**config.mk**
```make
export PLATFORM = sky130hd
export DESIGN_NAME = tws_top
export DESIGN_NICKNAME = d
export VERILOG_FILES = /design/src/rtl/tws_pkg.sv /design/src/rtl/tws_slot.sv /design/src/rtl/tws_rr_pick.sv /design/src/rtl/tws_top.sv
export SDC_FILE = /design/constraint.sdc
export NUM_CORES = 1
export LEC_CHECK = 0
export BUFFER_PORTS_ARGS = -buffer_cell sky130_fd_sc_hd__buf_4
export CAP_MARGIN = 20
export CORE_MARGIN = 4
export CORE_UTILIZATION = 45
export CTS_CLUSTER_SIZE = 20
export DETAILED_ROUTE_END_ITERATION = 8
export PLACE_DENSITY_LB_ADDON = 0.3
export SLEW_MARGIN = 10
export SYNTH_ARGS = -nofsm -noshare
export SYNTH_HDL_FRONTEND = slang
export SYNTH_SLANG_ARGS = --single-unit
```
**constraint.sdc**
```tcl
create_clock -name clk -period 4.6 [get_ports clk]
set_input_delay 0.23 -clock clk [delete_from_list [all_inputs] [get_ports clk]]
set_output_delay 0.23 -clock clk [all_outputs]
set_load 0.03 [all_outputs]
```
**src/rtl/tws_pkg.sv**
```systemverilog
package tws_pkg;

    typedef enum logic [1:0] {
        S_FREE  = 2'd0,
        S_READY = 2'd1,
        S_BUSY  = 2'd2,
        S_WAIT  = 2'd3
    } slot_st_t;

    localparam logic [1:0] DONE_YIELD  = 2'b00;
    localparam logic [1:0] DONE_WAIT   = 2'b01;
    localparam logic [1:0] DONE_FINISH = 2'b10;

    localparam logic KIND_VTX = 1'b0;
    localparam logic KIND_FRG = 1'b1;

endpackage

```
**src/rtl/tws_slot.sv**
```systemverilog
module tws_slot
    import tws_pkg::*;
(
    input  logic       clk,
    input  logic       rst_n,
    input  logic       alloc_hit,
    input  logic       alloc_kind,
    input  logic       issue_hit,
    input  logic       done_hit,
    input  logic [1:0] done_code,
    input  logic       wake_hit,
    output slot_st_t   st_o,
    output logic       kind_o
);

    slot_st_t st_q, st_d;
    logic     kind_q;

    // State register and stored kind
    always_ff @(posedge clk) begin
        if (!rst_n) begin
            st_q   <= S_FREE;
            kind_q <= KIND_VTX;
        end else begin
            st_q <= st_d;
            if (alloc_hit) begin
                kind_q <= alloc_kind;
            end
        end
    end

    // Transitions
    always_comb begin
        st_d = st_q;
        unique case (st_q)
            S_FREE: begin
                if (alloc_hit) st_d = S_READY;
            end
            S_READY: begin
                if (issue_hit) st_d = S_BUSY;
            end
            S_BUSY: begin
                if (done_hit) begin
                    case (done_code)
                        DONE_WAIT:   st_d = S_WAIT;
                        DONE_FINISH: st_d = S_FREE;
                        default:     st_d = S_READY;
                    endcase
                end
            end
            S_WAIT: begin
                if (wake_hit) st_d = S_READY;
            end
            default: st_d = S_FREE;
        endcase
    end

    // Outputs
    assign st_o   = st_q;
    assign kind_o = kind_q;

    // The picker only grants groups that are READY
    p_issue_from_ready_r7: assert property (@(posedge clk) disable iff (!rst_n)
        issue_hit |-> st_q == S_READY);

    // Allocation only lands on a FREE slot
    p_alloc_into_free_r2: assert property (@(posedge clk) disable iff (!rst_n)
        alloc_hit |-> st_q == S_FREE);

    // Completion only for a BUSY group
    p_done_on_busy_r6: assert property (@(posedge clk) disable iff (!rst_n)
        done_hit |-> st_q == S_BUSY);

    // Wakeup only for a WAIT group
    p_wake_on_wait_r7: assert property (@(posedge clk) disable iff (!rst_n)
        wake_hit |-> st_q == S_WAIT);

endmodule

```
**src/rtl/tws_rr_pick.sv**
```systemverilog
module tws_rr_pick #(
    parameter int GROUPS = 8,
    localparam int GW = $clog2(GROUPS)
) (
    input  logic              clk,
    input  logic              rst_n,
    input  logic [GROUPS-1:0] req,
    input  logic              adv,
    output logic [GROUPS-1:0] gnt,
    output logic [GW-1:0]     gnt_idx,
    output logic              any
);

    logic [GW-1:0] ptr_q;

    // Rotating search starting at ptr_q
    always_comb begin
        int idx;
        gnt     = '0;
        gnt_idx = '0;
        any     = 1'b0;
        idx     = 0;
        for (int i = 0; i < GROUPS; i++) begin
            idx = int'(ptr_q) + i;
            if (idx >= GROUPS) idx = idx - GROUPS;
            if (!any && req[idx]) begin
                any      = 1'b1;
                gnt[idx] = 1'b1;
                gnt_idx  = GW'(idx);
            end
        end
    end

    // Pointer moves past the group just issued
    always_ff @(posedge clk) begin
        if (!rst_n) begin
            ptr_q <= '0;
        end else if (adv) begin
            ptr_q <= (int'(gnt_idx) == GROUPS - 1) ? '0 : gnt_idx + GW'(1);
        end
    end

    p_grant_subset_r4: assert property (@(posedge clk) disable iff (!rst_n)
        (gnt & ~req) == '0);

    p_grant_single_r3: assert property (@(posedge clk) disable iff (!rst_n)
        $onehot0(gnt));

    p_grant_when_req_r8: assert property (@(posedge clk) disable iff (!rst_n)
        (req != '0) |-> any);

endmodule

```
**src/rtl/tws_top.sv**
```systemverilog
module tws_top
    import tws_pkg::*;
#(
    parameter int GROUPS  = 8,
    parameter int N_INSTR = 4,
    localparam int GW = $clog2(GROUPS),
    localparam int CW = $clog2(N_INSTR + 1)
) (
    input  logic          clk,
    input  logic          rst_n,
    input  logic          alloc_valid,
    input  logic          alloc_kind,
    output logic          alloc_ready,
    output logic [GW-1:0] alloc_grp,
    input  logic          issue_hold,
    output logic          issue_valid,
    output logic [GW-1:0] issue_grp,
    output logic          issue_kind,
    output logic [CW-1:0] issue_ninstr,
    input  logic          done_valid,
    input  logic [GW-1:0] done_grp,
    input  logic [1:0]    done_code,
    input  logic          wake_valid,
    input  logic [GW-1:0] wake_grp,
    output logic          retire_valid,
    output logic [GW-1:0] retire_grp
);

    slot_st_t          st_arr [GROUPS];
    logic [GROUPS-1:0] kind_vec;
    logic [GROUPS-1:0] ready_vec;
    logic [GROUPS-1:0] free_vec;
    logic [GROUPS-1:0] alloc_hit;
    logic [GROUPS-1:0] issue_hit;
    logic [GROUPS-1:0] done_hit;
    logic [GROUPS-1:0] wake_hit;
    logic [GROUPS-1:0] gnt;
    logic [GW-1:0]     gnt_idx;
    logic              gnt_any;
    logic              adv;

    assign adv = gnt_any && !issue_hold;

    generate
        for (genvar g = 0; g < GROUPS; g++) begin : g_slot
            assign ready_vec[g] = (st_arr[g] == S_READY);
            assign free_vec[g]  = (st_arr[g] == S_FREE);
            assign alloc_hit[g] = alloc_valid && alloc_ready && (alloc_grp == GW'(g));
            assign issue_hit[g] = gnt[g] && !issue_hold;
            assign done_hit[g]  = done_valid && (done_grp == GW'(g));
            assign wake_hit[g]  = wake_valid && (wake_grp == GW'(g));

            tws_slot u_slot (
                .clk        (clk),
                .rst_n      (rst_n),
                .alloc_hit  (alloc_hit[g]),
                .alloc_kind (alloc_kind),
                .issue_hit  (issue_hit[g]),
                .done_hit   (done_hit[g]),
                .done_code  (done_code),
                .wake_hit   (wake_hit[g]),
                .st_o       (st_arr[g]),
                .kind_o     (kind_vec[g])
            );
        end
    endgenerate

    // Lowest free slot
    always_comb begin
        alloc_grp = '0;
        for (int i = GROUPS - 1; i >= 0; i--) begin
            if (free_vec[i]) alloc_grp = GW'(i);
        end
    end
    assign alloc_ready = |free_vec;

    tws_rr_pick #(.GROUPS(GROUPS)) u_pick (
        .clk     (clk),
        .rst_n   (rst_n),
        .req     (ready_vec),
        .adv     (adv),
        .gnt     (gnt),
        .gnt_idx (gnt_idx),
        .any     (gnt_any)
    );

    // Registered issue and retire outputs
    always_ff @(posedge clk) begin
        if (!rst_n) begin
            issue_valid  <= 1'b0;
            issue_grp    <= '0;
            issue_kind   <= KIND_VTX;
            retire_valid <= 1'b0;
            retire_grp   <= '0;
        end else begin
            issue_valid  <= adv;
            issue_grp    <= gnt_idx;
            issue_kind   <= kind_vec[gnt_idx];
            retire_valid <= done_valid && (done_code == DONE_FINISH);
            retire_grp   <= done_grp;
        end
    end

    assign issue_ninstr = CW'(N_INSTR);

    p_issue_follows_ready_r3: assert property (@(posedge clk) disable iff (!rst_n)
        (|ready_vec && !issue_hold) |=> issue_valid);

    p_idle_no_issue_r8: assert property (@(posedge clk) disable iff (!rst_n)
        !(|ready_vec) |=> !issue_valid);

    p_hold_blocks_r5: assert property (@(posedge clk) disable iff (!rst_n)
        issue_hold |=> !issue_valid);

    p_retire_after_done_r9: assert property (@(posedge clk) disable iff (!rst_n)
        retire_valid |-> $past(done_valid));

endmodule

```
==> impl_metrics.json <==
{
  "totalWireLength_um": 10600,
  "final_core_util_pct": 50.5,
  "grt_max_degree": 25,
  "ctsResizeCount": 0,
  "grt_pass1_wl_um": 17500,
  "synth_cell_types": 62,
  "antennaDiodeCount": 0,
  "netlist_instances": 455,
  "firstDrtPassIters": 5,
  "min_period_ps": 3890,
  "post_cts_buffers": 0,
  "synthArstFlopShare_pct": 0,
  "grt_pass1_vias": 3492,
  "cts_tree": "yes",
  "track_usage_pct": 21.6,
  "die_h_um": 100,
  "rsz0062_at_grt": "no",
  "path_delay_family": "compound AO/OA/AOI/OAI gates",
  "fillers": 831,
  "required_ps": 4760,
  "finalClockSkew_ps": 9.95,
  "dr.first_iter.drc_count": 297,
  "status": "complete, no violations",
  "cpMostUsedCell": "ha_1",
  "worstSetupStartpointType": "flop",
  "worst_pin_slew_ps": 873,
  "maxSlewHeadroom_pct": 41.6,
  "num_vias": 3549,
  "place_ws_ps": 767,
  "holdCritPathClass": "input port to flop",
  "post-dp-hpwl_um": 8100,
  "leakagePower_nw": 1.71,
  "setup.worst_path.start": "u_pick.ptr_q[1]$_SDFFE_PN0P_",
  "finalCritPeriodShare_pct": 84.5,
  "critPathBufInv": 1,
  "dieArea_um2": 10100,
  "worstHoldStart": "done_grp[0]",
  "start_util_pct": 46.5,
  "synth_area_um2": 3840,
  "max_cap_violations": 0,
  "root_buffer": "clkbuf_8",
  "cp_slowest_cell": "a211oi_4",
  "final.setup.worst_slack_ps": 713,
  "crit_arrival_ps": 4050,
  "clkTransAtPathRegs_ps": 80,
  "antenna_found_initial": 0,
  "multi_input_area_um2": 2880,
  "post_drt_wl_per_cell_um": 18.5,
  "setup_tns_ps": 0,
  "synth-edff-count": 0,
  "numClockSinks": 36,
  "num_rows": 33,
  "port_buffers": 27,
  "cts-buffers-inserted": 5,
  "synth_seq_area_share_pct": 18.8,
  "drive_gt1_share_pct": 16.0,
  "critical_path_class": "flop to flop",
  "hold_viol": 0,
  "cp_cell_sequence": "inv_1 > ha_1 > mux2_2 > mux2i_1 > a211oi_4 > nor4_4 > o41ai_1 > o21ai_1 > ha_1 > ha_1 > a21oi_1 > nor2_1",
  "area_delta_synth_final_pct": 8.70,
  "ant_nets": 0,
  "ff_latch_area_um2": 721,
  "end_kind": "flop",
  "gp_congestion": 0.969,
  "report.final.slew_viol_count": 0,
  "max_freq_ghz": 0.257,
  "setup_viol": 0,
  "drc": 0,
  "syn_avg_cell_area_um2": 8.44,
  "cts_hold_buffers": 0,
  "final_cell_mix": "42 x nand2_1, 42 x ha_1, 36 x dfxtp_1",
  "ys.flop_type": "dfxtp_1",
  "yosysWarningCount": 0,
  "pin_count": 31,
  "rr_startpoint": "u_pick.ptr_q[1]$_SDFFE_PN0P_",
  "synth-seq-cells": 36,
  "fp.dieW_um": 100,
  "core_area_um2": 8260,
  "layout.nets": 524,
  "cp_slowest_stage_delay_ps": 780,
  "avgViaCountPerCell": 6.19,
  "grt-ovfl-total": 0,
  "p_per_area_nw_per_um2": 447,
  "cts_buffer_depth": 2,
  "peakVddDrop_uv": 166,
  "h-tree-depth": 2,
  "clk_latency_ps": 300,
  "path_max_fanout": 17
}
[sequential cells by signal (all words and copies together), names as in the netlist]
name	flops
g_slot.u_slot.kind_o	8
g_slot.u_slot.st_o	16
issue_grp	3
issue_kind	1
issue_valid	1
retire_grp	3
retire_valid	1
u_pick.ptr_q	3
[logic make-up after synthesis]
logic type	synth area share, %
xor+xnor	1.53
other cells	0.196
mux	18.8
flops	18.8
compound gates	19.1
fa+ha+maj	13.7
simple gates	21.5
buf+inv	6.42
[final cells by class]
cell class | instances | area share [%]
clock inverters | 2 | 0.330
well taps | 105 | 3.15
inverters | 31 | 2.79
flip-flops and latches | 36 | 17.3
multi-input cells | 362 | 68.9
clock buffers | 6 | 1.98
repair buffers | 31 | 5.58
[cells in the mapped netlist (6+ instances only)]
cell type   n  area (µm²)
inv_1      30         113
dfxtp_1    36         721
nand2b_1   11        68.8
nor3_1      6        30.0
clkbuf_1   16        60.1
ha_1       42         526
o21ai_0    21         105
nand2_1    42         158
nor2_1     33         124
mux4_2     14         315
nand3_1    18        90.1
a31oi_1     6        37.5
and2_1     13        81.3
a21o_1      8        60.1
a21oi_1    25         125
mux2i_1    28         280
o31ai_1     9        67.6
mux2_2     10         113
[worst reg2reg max path: cells and delay by family, from the launching register on]
family / cells / cell delay (ps)
flip-flops: 1 / 330
buffers and inverters: 1 / 130
AO/OA/AOI/OAI: 4 / 1530
AND/OR/NAND/NOR: 2 / 210
multiplexers: 2 / 400
adder cells (fa/ha/maj): 3 / 1140
[through the flow]
step	hold slack [ps]	area, µm²	cells	total power [mW]
detailed placement	456	4080	565	1.61
global placement	453	4080	565	1.58
CTS	193	4170	573	1.86
global route	207	4170	573	2.00
finish	197	4170	573	1.87
floorplan	352	3840	456	1.32
[per-layer routing]
layer,global-route usage (%),vias up,share of wire (%)
li1,-,1680,-
met1,28.8,1708,44
met2,35.7,141,48
met3,3.34,20,6.0
met4,7.15,0,2.1
met5,0,-,0
[report_power, final]
part           internal [mW]  switching, mW
logic                  0.482          0.758
registers              0.351         0.0257
clock network          0.123          0.128
total                  0.955          0.912
[path summary, 6_finish.rpt]
check                                                             to  cells after the start  slack, ps
worst min-delay path                        retire_grp[0]$_SDFF_PN0_                      2        200
worst max register to register          u_pick.ptr_q[2]$_SDFFE_PN0P_                     12        710
worst max-delay path                    u_pick.ptr_q[2]$_SDFFE_PN0P_                     12        710
worst min register to register  g_slot[3].u_slot.kind_o$_SDFFE_PN0P_                      2        480
(Power assumes the default switching activity.)
